[src/rtl/uart_srx_pkg.sv]
package uart_srx_pkg;

    typedef enum logic [1:0] {
        ST_IDLE,
        ST_START,
        ST_DATA,
        ST_STOP
    } rx_state_e;

    typedef enum logic [1:0] {
        STOP_ONE      = 2'b00,
        STOP_HALF     = 2'b01,
        STOP_TWO      = 2'b10,
        STOP_ONE_HALF = 2'b11
    } stop_mode_e;

endpackage

[src/rtl/uart_srx_sync.sv]
module uart_srx_sync #(
    parameter int   STAGES  = 2,
    parameter logic RST_VAL = 1'b1
) (
    input  logic clk,
    input  logic rst_n,
    input  logic d_i,
    output logic q_o
);

    logic [STAGES-1:0] sync_d, sync_q;

    generate
        if (STAGES == 1) begin : g_single
            always_comb sync_d = d_i;
        end else begin : g_chain
            always_comb sync_d = {sync_q[STAGES-2:0], d_i};
        end
    endgenerate

    always_ff @(posedge clk or negedge rst_n) begin
        if (!rst_n) sync_q <= {STAGES{RST_VAL}};
        else        sync_q <= sync_d;
    end

    assign q_o = sync_q[STAGES-1];

endmodule

[src/rtl/uart_srx_vote.sv]
module uart_srx_vote (
    input  logic clk,
    input  logic rst_n,
    input  logic cap_i,
    input  logic bit_i,
    output logic maj_o
);

    logic [2:0] samp_d, samp_q;

    always_comb begin
        samp_d = cap_i ? {samp_q[1:0], bit_i} : samp_q;
        maj_o  = (samp_q[0] & samp_q[1]) | (samp_q[0] & samp_q[2]) |
                 (samp_q[1] & samp_q[2]);
    end

    always_ff @(posedge clk or negedge rst_n) begin
        if (!rst_n) samp_q <= 3'b111;
        else        samp_q <= samp_d;
    end

endmodule

[src/rtl/uart_srx_fsm.sv]
module uart_srx_fsm
    import uart_srx_pkg::*;
#(
    parameter int OVS    = 16,
    parameter int DATA_W = 8
) (
    input  logic              clk,
    input  logic              rst_n,
    input  logic              tick_i,
    input  logic              rx_i,
    input  logic              maj_i,
    input  stop_mode_e        mode_i,
    output logic              cap_o,
    output logic              load_o,
    output logic              load_fe_o,
    output logic [DATA_W-1:0] data_o
);

    localparam int CNT_W = $clog2(2 * OVS + 1);
    localparam int IDX_W = $clog2(DATA_W);
    localparam logic [CNT_W-1:0] T_MID     = CNT_W'(OVS / 2);
    localparam logic [CNT_W-1:0] T_FULL    = CNT_W'(OVS);
    localparam logic [CNT_W-1:0] T_ONEHALF = CNT_W'(OVS + OVS / 2);
    localparam logic [CNT_W-1:0] T_TWO     = CNT_W'(2 * OVS);

    typedef struct packed {
        rx_state_e         state;
        logic [CNT_W-1:0]  cnt;
        logic [IDX_W-1:0]  idx;
        logic [DATA_W-1:0] sh;
        logic              prev;
    } fsm_t;

    fsm_t r_d, r_q;
    logic [CNT_W-1:0] tick_no, win_lo, load_at, end_at;
    logic check_en, in_win;

    always_comb begin
        tick_no  = r_q.cnt + 1'b1;
        win_lo   = T_MID;
        check_en = 1'b1;
        load_at  = T_FULL;
        end_at   = T_FULL;
        if (r_q.state == ST_STOP) begin
            unique case (mode_i)
                STOP_HALF: begin
                    check_en = 1'b0;
                    load_at  = T_MID;
                    end_at   = T_MID;
                end
                STOP_ONE_HALF: begin
                    win_lo  = T_FULL;
                    load_at = T_ONEHALF;
                    end_at  = T_ONEHALF;
                end
                STOP_TWO: end_at = T_TWO;
                default: ;
            endcase
        end
        in_win = check_en && (r_q.state != ST_IDLE) &&
                 (tick_no >= win_lo) && (tick_no <= win_lo + CNT_W'(2));
        cap_o  = tick_i && in_win;

        r_d       = r_q;
        load_o    = 1'b0;
        load_fe_o = 1'b0;
        if (tick_i) begin
            r_d.prev = rx_i;
            case (r_q.state)
                ST_IDLE: begin
                    if (r_q.prev && !rx_i) begin
                        r_d.state = ST_START;
                        r_d.cnt   = CNT_W'(1);
                    end
                end
                ST_START: begin
                    if (tick_no == T_FULL) begin
                        r_d.cnt   = '0;
                        r_d.idx   = '0;
                        r_d.state = maj_i ? ST_IDLE : ST_DATA;
                    end else begin
                        r_d.cnt = tick_no;
                    end
                end
                ST_DATA: begin
                    if (tick_no == T_FULL) begin
                        r_d.cnt = '0;
                        r_d.sh  = {maj_i, r_q.sh[DATA_W-1:1]};
                        if (r_q.idx == IDX_W'(DATA_W - 1)) r_d.state = ST_STOP;
                        else                               r_d.idx   = r_q.idx + 1'b1;
                    end else begin
                        r_d.cnt = tick_no;
                    end
                end
                ST_STOP: begin
                    if (tick_no == load_at) begin
                        load_o    = 1'b1;
                        load_fe_o = check_en && !maj_i;
                    end
                    if (tick_no == end_at) begin
                        r_d.state = ST_IDLE;
                        r_d.cnt   = '0;
                    end else begin
                        r_d.cnt = tick_no;
                    end
                end
                default: r_d.state = ST_IDLE;
            endcase
        end
    end

    always_ff @(posedge clk or negedge rst_n) begin
        if (!rst_n) r_q <= '{state: ST_IDLE, cnt: '0, idx: '0, sh: '0, prev: 1'b1};
        else        r_q <= r_d;
    end

    assign data_o = r_q.sh;

    // a frame only begins after a high tick followed by a low tick
    p_start_edge_r12: assert property (@(posedge clk) disable iff (!rst_n)
        (r_q.state == ST_START && $past(r_q.state) == ST_IDLE) |->
            ($past(r_q.prev) && !$past(rx_i)));

    // the bit-period counter never runs past the longest stop field
    p_cnt_bound_r4: assert property (@(posedge clk) disable iff (!rst_n)
        r_q.cnt <= T_TWO);

endmodule

[src/rtl/uart_srx_flags.sv]
module uart_srx_flags #(
    parameter int DATA_W = 8
) (
    input  logic              clk,
    input  logic              rst_n,
    input  logic              load_i,
    input  logic              load_fe_i,
    input  logic [DATA_W-1:0] data_i,
    input  logic              rd_i,
    input  logic              clr_i,
    output logic [DATA_W-1:0] data_o,
    output logic              valid_o,
    output logic              fe_o
);

    typedef struct packed {
        logic [DATA_W-1:0] data;
        logic              valid;
        logic              fe;
    } flags_t;

    flags_t f_d, f_q;

    always_comb begin
        f_d = f_q;
        if (load_i)    f_d.data = data_i;
        if (load_i)    f_d.valid = 1'b1;
        else if (rd_i) f_d.valid = 1'b0;
        if (load_i && load_fe_i) f_d.fe = 1'b1;
        else if (clr_i)          f_d.fe = 1'b0;
    end

    always_ff @(posedge clk or negedge rst_n) begin
        if (!rst_n) f_q <= '0;
        else        f_q <= f_d;
    end

    assign data_o  = f_q.data;
    assign valid_o = f_q.valid;
    assign fe_o    = f_q.fe;

    // the error flag can only rise together with a byte load
    p_fe_with_load_r9: assert property (@(posedge clk) disable iff (!rst_n)
        $rose(f_q.fe) |-> $past(load_i) && $rose(f_q.valid) || $past(load_i));

    // the error flag only falls after a clear strobe
    p_fe_sticky_r10: assert property (@(posedge clk) disable iff (!rst_n)
        $fell(f_q.fe) |-> $past(clr_i));

    // a read strobe with no concurrent load drops the valid flag
    p_valid_clear_r11: assert property (@(posedge clk) disable iff (!rst_n)
        (rd_i && !load_i) |=> !f_q.valid);

    // the valid flag rises only from a frame completion
    p_valid_src_r4: assert property (@(posedge clk) disable iff (!rst_n)
        $rose(f_q.valid) |-> $past(load_i));

endmodule

[src/rtl/uart_stop_rx.sv]
module uart_stop_rx
    import uart_srx_pkg::*;
#(
    parameter int OVS         = 16,
    parameter int DATA_W      = 8,
    parameter int SYNC_STAGES = 2
) (
    input  logic              clk,
    input  logic              rst_n,
    input  logic              tick16,
    input  logic              rxd,
    input  logic [1:0]        stop_sel,
    input  logic              rd_stb,
    input  logic              fe_clr,
    output logic [DATA_W-1:0] rx_data,
    output logic              rx_valid,
    output logic              rx_fe
);

    logic rx_s, maj, cap, load, load_fe;
    logic [DATA_W-1:0] shift_data;

    uart_srx_sync #(.STAGES(SYNC_STAGES), .RST_VAL(1'b1)) u_sync (
        .clk  (clk),
        .rst_n(rst_n),
        .d_i  (rxd),
        .q_o  (rx_s)
    );

    uart_srx_vote u_vote (
        .clk  (clk),
        .rst_n(rst_n),
        .cap_i(cap),
        .bit_i(rx_s),
        .maj_o(maj)
    );

    uart_srx_fsm #(.OVS(OVS), .DATA_W(DATA_W)) u_fsm (
        .clk      (clk),
        .rst_n    (rst_n),
        .tick_i   (tick16),
        .rx_i     (rx_s),
        .maj_i    (maj),
        .mode_i   (stop_mode_e'(stop_sel)),
        .cap_o    (cap),
        .load_o   (load),
        .load_fe_o(load_fe),
        .data_o   (shift_data)
    );

    uart_srx_flags #(.DATA_W(DATA_W)) u_flags (
        .clk      (clk),
        .rst_n    (rst_n),
        .load_i   (load),
        .load_fe_i(load_fe),
        .data_i   (shift_data),
        .rd_i     (rd_stb),
        .clr_i    (fe_clr),
        .data_o   (rx_data),
        .valid_o  (rx_valid),
        .fe_o     (rx_fe)
    );

    // with a half-bit stop field the error flag never rises
    p_half_no_fe_r7: assert property (@(posedge clk) disable iff (!rst_n)
        $rose(rx_fe) |-> ($past(stop_sel) != 2'b01));

endmodule

[config.mk]
export PLATFORM = sky130hd
export DESIGN_NAME = uart_stop_rx
export DESIGN_NICKNAME = d
export VERILOG_FILES = /design/src/rtl/uart_srx_pkg.sv /design/src/rtl/uart_srx_sync.sv /design/src/rtl/uart_srx_vote.sv /design/src/rtl/uart_srx_fsm.sv /design/src/rtl/uart_srx_flags.sv /design/src/rtl/uart_stop_rx.sv
export SDC_FILE = /design/constraint.sdc
export NUM_CORES = 1
export LEC_CHECK = 0
export ABC_AREA = 1
export BUFFER_PORTS_ARGS = -buffer_cell sky130_fd_sc_hd__clkbuf_2
export CORE_MARGIN = 2
export CORE_UTILIZATION = 54
export DETAILED_ROUTE_END_ITERATION = 12
export PLACE_DENSITY = 0.78
export SLEW_MARGIN = 20
export SYNTH_ARGS = -nofsm -noshare
export SYNTH_HDL_FRONTEND = slang
export SYNTH_SLANG_ARGS = --single-unit
export TNS_END_PERCENT = 1
[constraint.sdc]
create_clock -name clk -period 5.1 [get_ports clk]
set_input_delay 0.255 -clock clk [delete_from_list [all_inputs] [get_ports clk]]
set_output_delay 0.255 -clock clk [all_outputs]
set_load 0.01 [all_outputs]
==> run summary, run 1 <==
Crit start category -> register
Actual slew at the worst max-slew pin -> 0.832 ns
First-pass GRT wire length -> 6630 um
CTS tree -> yes
Largest net degree at the start of global routing -> 36
Height of the die -> 65.3 um
HP Class -> in -> async
Pwr dens -> 416 mW/mm^2
Syn nets -> 254
Crit path from -> u_fsm.r_q[12]$_DFFE_PN0P_
CTS resizes -> 0
Final non-filler cell total -> 306
Pleak -> 1.10 nW
FMAX -> 464 MHz
Clock transition at path regs -> 0.08 ns
Pre-antenna DRT Iters -> 4
Skew final -> 0.00864 ns
Reg2reg start -> u_fsm.r_q[12]$_DFFE_PN0P_
Setup WS pre-CTS -> 2.97 ns
Final Hold Vio Count -> 0
Initial antenna violation count -> 0
Worst endpoint required time -> 5.33 ns
Hold Buf Count CTS -> 0
Chip width -> 65.3 um
Clk sink count -> 35
P&R area growth vs syn -> 11.0%
Initial Util -> 0.559
Maximum VDD drop -> 309 uV
Total wire length -> 3660 um
Drt wl/cell -> 12.0 um
Max Cap Violations -> 0
Post-synthesis register bit count -> 35
Setup bufs post-CTS -> 0
H-tree levels -> 2
Post-Syn Area per Cell -> 8.60 um^2
GP Congestion -> 0.834
Post-route setup slack -> 2.94 ns
Synth cell types -> 28
Crit end category -> register
Fin crit period -> 2.16 ns
RSZ-0062 raised after global routing -> false
Longest Clk Path Bufs -> 2
Critical setup path kind -> reg -> reg
Slew Viols, Final -> 0
Crit-path max FO -> 6
Antenna Diode Count -> 0
Crit path arrival time -> 2.39 ns
Sequential area share after synthesis -> 0.435
Violation count after the first detailed-routing iteration -> 69
Rows -> 22
Placed cells -> 298
Worst reg2reg endpoint -> u_vote.samp_q[2]$_DFFE_PN1P_
Core area -> 0.00363 mm^2
R2r setup slk -> 2.94 ns
Nets -> 275
Vias per cell -> 5.05
GR Overflow Total -> 0
Status -> finished, final reports clean
Worst-Skew Late Latency -> 0.29 ns
R2R cell count -> 12
Synth warn -> 0
I/O pin total -> 18
Placed Area -> 0.00214 mm^2
Period utilization -> 0.423
Layout cell share with drive strength beyond 1 -> 0.287
Mapped Cells -> 236
Worst rel slew slack -> 0.445
Vias -> 1,544
Finished Cell Area -> 0.00225 mm^2
GR Util All Layers -> 0.205
Antenna Nets Post-Route -> 0
CTS root buffer -> clkbuf_8
IO Port Bufs -> 17
# DRC -> 0
Hpwl dp -> 2780 um
Die area -> 0.00427 mm^2
Cell Area, Synth -> 0.00203 mm^2
CTS buffer count -> 5
Number of global-route vias before repair -> 1,522
Setup_tns -> 0 ns
Setup violators final -> 0
[metrics by stage]
stage                      util  power [mW]  hold WS, ns
after floorplan               -       0.621      -0.0406
after CTS                 0.621       0.944       0.0393
after detailed placement  0.590       0.689        0.347
after global routing      0.621        1.01       0.0371
after global placement    0.590       0.679        0.343
final                     0.621       0.939       0.0466
[cells in the mapped netlist (all sizes together)]
master	number	area share
dfstp	6	0.078
nand3	21	0.065
nor3	2	0.0074
nor2	21	0.052
xor2	1	0.0080
a21oi	7	0.017
nand4	3	0.0092
ha	10	0.062
nand2	64	0.13
o21ai	23	0.086
xnor2	1	0.0080
o22ai	4	0.015
dfrtp	29	0.36
nand3b	1	0.0037
a211oi	1	0.0062
buf	3	0.017
o21bai	1	0.0055
inv	38	0.070
[critical path: stages (launching register included)]
cell	delay [ns]
dfrtp_1	0.48
ha_1	0.33
nand3_1	0.13
nand2_1	0.12
nand2_1	0.13
ha_1	0.24
a21oi_1	0.11
o21ai_0	0.10
nand2_1	0.09
nand2_1	0.05
nor2_1	0.18
nand2_1	0.07
nand2_1	0.07
[cell families after synthesis]
kind of cell               Yosys count  share of synthesized area
adders and majority gates           10                     0.0616
DFF                                 35                      0.435
buffers and inverters               41                     0.0869
and+or+nand+nor                    112                      0.270
AOI/OAI and AO/OA                   36                      0.131
xor gates and xnor gates             2                     0.0160
[final cells by class]
class	instances	area [um^2]
Sequential cell	35	883
Clock inverter	3	43.8
Inverter	38	143
Clock buffer	5	68.8
Tap cell	48	60.1
Multi-Input combinational cell	160	971
Timing Repair Buffer	17	85.1
Fill cell	336	1380
[state kept, by name (all words and copies together) (netlist names), named ones only]
register / count
u_fsm.r_q: 11
u_flags.fe_o: 1
u_sync.sync_q: 2
u_vote.samp_q: 3
u_flags.data_o: 8
u_flags.valid_o: 1
u_fsm.data_o: 8
[cell usage in the layout (no fill, tap or decap), types with 3 or more instances in the layout]
cell type / instances
nand3_2: 3
clkbuf_2: 17
o22ai_1: 3
nand2_2: 8
nand2_1: 55
a21oi_1: 7
dfrtp_1: 29
o21ai_2: 16
dfstp_2: 6
inv_2: 3
o21ai_0: 7
nand4_1: 3
ha_1: 10
inv_1: 35
nor2_1: 16
nand3_1: 17
clkbuf_8: 5
nor2_4: 3
[how the worst max path moves through the flow]
stage,to,slack (ns)
5_1_grt,u_vote.samp_q[2]$_DFFE_PN1P_,2.64
2_1_floorplan,u_vote.samp_q[0]$_DFFE_PN1P_,3.21
6_report,u_vote.samp_q[2]$_DFFE_PN1P_,2.94
3_3_place_gp,u_vote.samp_q[0]$_DFFE_PN1P_,3.07
3_5_place_dp,u_vote.samp_q[2]$_DFFE_PN1P_,2.97
4_1_cts,u_vote.samp_q[2]$_DFFE_PN1P_,2.95
[layer usage]
layer | track usage | vias up | wire length [um]
met2 | 0.335 | 25 | 1770
li1 | - | 793 | -
met3 | 0.0514 | 4 | 121
met5 | 0 | - | 0
met4 | 0.0625 | 0 | 36
met1 | 0.269 | 722 | 1730
[report_power, final]
group / internal, mW / leakage (nW) / total [mW] / switching [mW]
registers: 0.326 / 0.455 / 0.379 / 0.0521
clock network: 0.145 / 0.0581 / 0.251 / 0.106
logic: 0.109 / 0.584 / 0.309 / 0.200
total: 0.581 / 1.10 / 0.939 / 0.358
(Power assumes the default switching activity.)
==> run 2: changes to the inputs <==
- CORE_UTILIZATION: 54 -> 53
- PLACE_DENSITY: 0.78 -> 0.8
- clock period: 5.1 -> 1.8 ns (I/O delays scaled with it)
==> run 2 against run 1 <==
Design area grew 12%; combinational power grew to 4.1 times the previous value; register-to-register slack worse by 3.0 ns; clock-buffer cell count up 1; sequential power rose to 2.8 times the previous value; the run now ends with negative hold slack, negative setup slack left; clock skew fell by 0.0061 ns; flip-flop and latch count did not move; routed wire length grew 15%; sequential share of layout area is 4.0 points lower; core utilization is 6.7 points higher.
==> run summary, run 2 (synthesis gave the netlist of run 1 again) <==
Worst reg2reg endpoint -> u_vote.samp_q[1]$_DFFE_PN1P_
IO Port Bufs -> 17
Worst endpoint required time -> 2.03 ns
Pre-antenna DRT Iters -> 4
Initial antenna violation count -> 0
Chip width -> 65.9 um
Hold slack -> -0.00124 ns
CTS root buffer -> clkbuf_8
Longest Clk Path Bufs -> 2
Status -> complete, but fails checks
First-pass GRT wire length -> 6930 um
Min-delay src -> rd_stb
Largest register FFs -> 11
Height of the die -> 65.9 um
HP Class -> in -> reg
Total wire length -> 4200 um
Hold worst-path end -> u_flags.valid_o$_DFFE_PN0P_
Pleak -> 1.20 nW
Vias per cell -> 5.02
Max Cap Violations -> 0
Final Hold Vio Count -> 1
Fin crit period -> 1.86 ns
Largest net degree at the start of global routing -> 28
Rows -> 22
Commonest non-fill, non-tap cell in the layout -> nand2_1
Final non-filler cell total -> 327
RSZ-0062 raised after global routing -> true
Violation count after the first detailed-routing iteration -> 56
Antenna Nets Post-Route -> 0
Worst rel slew slack -> 0.565
Placed cells -> 311
Commonest non-fill, non-tap cells in the layout -> nand2_1 (50), inv_1 (33), dfrtp_1 (26)
# DRC -> 0
CTS tree -> yes
H-tree levels -> 2
Placed Area -> 0.00225 mm^2
Core area -> 0.00366 mm^2
Failing checks -> negative hold slack, negative setup slack
Crit start category -> register
Crit end category -> register
Hpwl dp -> 2940 um
Finished Cell Area -> 0.00252 mm^2
Setup violators final -> 5
Skew final -> 0.00249 ns
Drt wl/cell -> 12.9 um
Post-route setup slack -> -0.0581 ns
Period utilization -> 1.03
Maximum VDD drop -> 761 uV
Die area -> 0.00434 mm^2
Slew Viols, Final -> 0
CTS buffer count -> 5
Crit path arrival time -> 2.09 ns
GR Overflow Total -> 0
Initial Util -> 0.555
R2r setup slk -> -0.06 ns
Worst-Skew Late Latency -> 0.28 ns
Reg2reg start -> u_fsm.r_q[12]$_DFFE_PN0P_
FMAX -> 538 MHz
GR Util All Layers -> 0.209
Actual slew at the worst max-slew pin -> 0.652 ns
GP Congestion -> 0.835
R2R cell count -> 11
Number of global-route vias before repair -> 1,607
Critical setup path kind -> reg -> reg
Crit-path max FO -> 5
Clock transition at path regs -> 0.07 ns
Pwr dens -> 1220 mW/mm^2
Clk sink count -> 35
Antenna Diode Count -> 0
Layout cell share with drive strength beyond 1 -> 0.394
Hold depth -> 2
P&R area growth vs syn -> 24.0%
Nets -> 296
Vias -> 1,641
Fillers -> 260
Most flops, register -> u_fsm.r_q
I/O pin total -> 18
## run 2: critical path, stage by stage (launching register included)
cell	delay, ns
dfrtp_2	0.45
ha_4	0.20
buf_4	0.15
xnor2_4	0.19
inv_1	0.07
a21oi_1	0.17
o21ai_0	0.12
nand2_1	0.09
nand2_1	0.06
nor2_2	0.15
nand2_1	0.07
nand2_1	0.07
## run 2: stage by stage
step / TNS (ns) / worst slack (ns) / utilization / power, mW / hold slack, ns
after floorplan: 0 / 0.0152 / - / 1.78 / -0.206
after global placement: -0.809 / -0.0995 / 0.616 / 2.07 / 0.159
after detailed placement: -0.941 / -0.133 / 0.616 / 2.11 / 0.153
after CTS: 0 / 0.00427 / 0.666 / 2.91 / 0.000202
after global routing: -1.60 / -0.229 / 0.688 / 3.25 / 0.00229
final: -0.159 / -0.0581 / 0.688 / 3.07 / -0.00124
## run 2: worst max-delay path by stage
stage	cells after the start	endpoint	from
5_1_grt	11	u_vote.samp_q[1]$_DFFE_PN1P_	u_fsm.r_q[13]$_DFFE_PN0P_
4_1_cts	11	u_vote.samp_q[1]$_DFFE_PN1P_	u_fsm.r_q[13]$_DFFE_PN0P_
6_report	11	u_vote.samp_q[1]$_DFFE_PN1P_	u_fsm.r_q[12]$_DFFE_PN0P_
2_1_floorplan	11	u_vote.samp_q[0]$_DFFE_PN1P_	u_fsm.r_q[12]$_DFFE_PN0P_
3_3_place_gp	11	u_vote.samp_q[0]$_DFFE_PN1P_	u_fsm.r_q[13]$_DFFE_PN0P_
3_5_place_dp	11	u_vote.samp_q[2]$_DFFE_PN1P_	u_fsm.r_q[14]$_DFFE_PN0P_
## run 2: what timing repair did
action	4_1_cts	5_1_grt
pin swaps	5	13
cloned	0	0
hold endpoints to repair	21	0
resized for setup	8	11
setup buffers	3	3
hold buffers	2	0
setup endpoints to repair	14	23
## run 2: cell type report
type                            count  area [um^2]  area share
Clock buffer                        6         82.6      0.0328
Clock inverter                      2         38.8      0.0154
Inverter                           38          143      0.0566
Multi-Input combinational cell    160         1060       0.421
Sequential cell                    35          887       0.352
Tap cell                           48         60.1      0.0238
Timing Repair Buffer               38          248      0.0984
## run 2: metal layers
layer	share of wire	GRT usage
met4	0.017	0.0729
met2	0.51	0.360
met5	0	0
met1	0.44	0.267
met3	0.033	0.0324
## run 2: report_power, final
part / total, mW / leakage, nW / switching [mW] / internal [mW]
Sequential: 1.05 / 0.451 / 0.116 / 0.931
Clock: 0.750 / 0.0618 / 0.295 / 0.455
Combinational: 1.27 / 0.684 / 0.735 / 0.534
==> run 3: changes to the inputs <==
- CORE_ASPECT_RATIO: default -> 1.25
==> run 3 against run 2 <==
The flow finishes with violations (negative setup slack); non-clock buffer count fell by 1; routed wire length rose by 6.9%; die area barely moved; largest cell class unchanged; clock power fell by 5.2%; clock skew rose by 0.0075 ns.
==> run summary, run 3 (synthesis gave the netlist of run 1 again) <==
Worst endpoint required time -> 2.03 ns
Design Power -> 3.06 mW
R2R cell count -> 11
HP Class -> in -> reg
Fin crit period -> 1.84 ns
Skew final -> 0.00998 ns
Final non-filler cell total -> 319
Failing checks -> negative setup slack
Largest net degree at the start of global routing -> 21
Worst setup endpoint -> u_vote.samp_q[1]$_DFFE_PN1P_
IO Port Bufs -> 17
Post-route setup slack -> -0.0405 ns
Crit-path max FO -> 4
Commonest non-fill, non-tap cells in the layout -> nand2_1 (50), inv_1 (34), dfrtp_1 (27)
Max Cap Violations -> 0
Total wire length -> 4490 um
Worst reg2reg endpoint -> u_vote.samp_q[1]$_DFFE_PN1P_
Longest Clk Path Bufs -> 2
CTS tree -> yes
# DRC -> 0
Met1 Wirelength -> 1850 um
RSZ-0062 raised after global routing -> true
Wire length on met3 -> 137 um
Commonest non-fill, non-tap cell in the layout -> nand2_1
Rows -> 25
CTS buffer count -> 5
Antenna Nets Post-Route -> 0
Crit path from -> u_fsm.r_q[12]$_DFFE_PN0P_
Routed wl met2 -> 2340 um
Largest register FFs -> 11
Antenna Diode Count -> 0
Initial antenna violation count -> 0
Placed cells -> 305
Status -> complete, but fails checks
CTS root buffer -> clkbuf_8
Crit path arrival time -> 2.07 ns
Chip width -> 59.4 um
Final Hold Vio Count -> 0
Core area -> 0.00372 mm^2
Critical setup path kind -> reg -> reg
Slew Viols, Final -> 0
Fillers -> 265
Vias -> 1,712
P&R area growth vs syn -> 25.0%
Die area -> 0.00435 mm^2
Violation count after the first detailed-routing iteration -> 66
GR Overflow Total -> 0
H-tree levels -> 2
Reg2reg start -> u_fsm.r_q[12]$_DFFE_PN0P_
Nets -> 296
Area of the multi-input gates -> 0.00110 mm^2
Maximum VDD drop -> 950 uV
Vias per cell -> 5.37
Period utilization -> 1.02
I/O pin total -> 18
Setup violators final -> 3
Drt wl/cell -> 14.1 um
Most flops, register -> u_fsm.r_q
Placed Area -> 0.00226 mm^2
Pleak -> 1.19 nW
Top routing layer used -> met4
Actual slew at the worst max-slew pin -> 0.511 ns
GP Congestion -> 0.791
Finished Cell Area -> 0.00254 mm^2
Number of global-route vias before repair -> 1,732
Clk sink count -> 35
Height of the die -> 73.2 um
Crit end category -> register
R2r setup slk -> -0.04 ns
Pwr dens -> 1200 mW/mm^2
First-pass GRT wire length -> 7160 um
Initial Util -> 0.546
Layout cell share with drive strength beyond 1 -> 0.384
Worst-Skew Late Latency -> 0.30 ns
Clock transition at path regs -> 0.07 ns
Worst rel slew slack -> 0.659
FF+latch area -> 886 um^2
Pre-antenna DRT Iters -> 4
Setup_tns -> -0.0653 ns
FMAX -> 543 MHz
Crit start category -> register
Hpwl dp -> 2950 um
GR Util All Layers -> 0.220
run 3: cell types whose count changed in the layout (fill, tap and decap cells not counted), sizes merged:
cell,change
buf,-3
clkbuf,-1
clkinv,+2
inv,-1
nand3,+1
dlygate4sd3,+2
run 3: repair_timing:
action / 4_1_cts / 5_1_grt
buffers inserted: 1 / 0
pin swaps: 7 / 5
endpoints found under the setup margin: 11 / 13
cloned: 0 / 1
hold buffers: 4 / 0
resized for setup: 10 / 12
hold endpoints to repair: 16 / 0
run 3: how the worst min path moves through the flow:
stage | startpoint | endpoint | slack (ns) | depth (start not counted)
final | tick16 | u_fsm.r_q[0]$_DFFE_PN1P_ | 0.10 | 3
after global routing | tick16 | u_fsm.r_q[0]$_DFFE_PN1P_ | 0.18 | 3
after CTS | tick16 | u_fsm.r_q[0]$_DFFE_PN1P_ | 0.06 | 3
after detailed placement | rst_n | u_fsm.r_q[15]$_DFFE_PN0P_ | 0.08 | 1
after global placement | rst_n | u_fsm.r_q[14]$_DFFE_PN0P_ | 0.07 | 1
after floorplan | rst_n | asynchronous set/reset pin | -0.21 | 0
run 3: worst max-delay path, cell delays in order, from the launching register on:
cell	delay, ns
dfrtp_2	0.45
nand3_2	0.11
nand2_2	0.07
nand2_2	0.07
inv_1	0.08
ha_4	0.29
nand2_2	0.09
a211oi_2	0.24
nand2_1	0.10
nor2_2	0.15
nand2_1	0.08
nand2_1	0.07
run 3: metal layers:
layer | vias up | GRT usage
met2 | 33 | 0.388
li1 | 840 | -
met4 | 0 | 0.109
met3 | 17 | 0.0479
met5 | - | 0
met1 | 822 | 0.243
run 3: layout make-up:
type	count	share of cell area
inverter	38	0.0562
clock buffer	5	0.0271
multi-input combinational	161	0.434
clock inverter	3	0.0173
tap	40	0.0197
timing repair buffer	37	0.0966
sequential	35	0.349
run 3: through the flow:
step | hold WS, ns | utilization | setup WS [ns]
floorplan | -0.206 | - | 0.0152
global placement | 0.0692 | 0.607 | -0.00120
detailed placement | 0.0823 | 0.607 | -0.0670
CTS | 0.0586 | 0.660 | 0.00475
global route | 0.184 | 0.682 | -0.134
finish | 0.104 | 0.682 | -0.0405
run 3: report_power, final:
part	total [mW]	leakage (nW)	internal [mW]	switching [mW]
registers	1.04	0.453	0.929	0.109
logic	1.31	0.682	0.528	0.779
clock network	0.711	0.0581	0.412	0.299
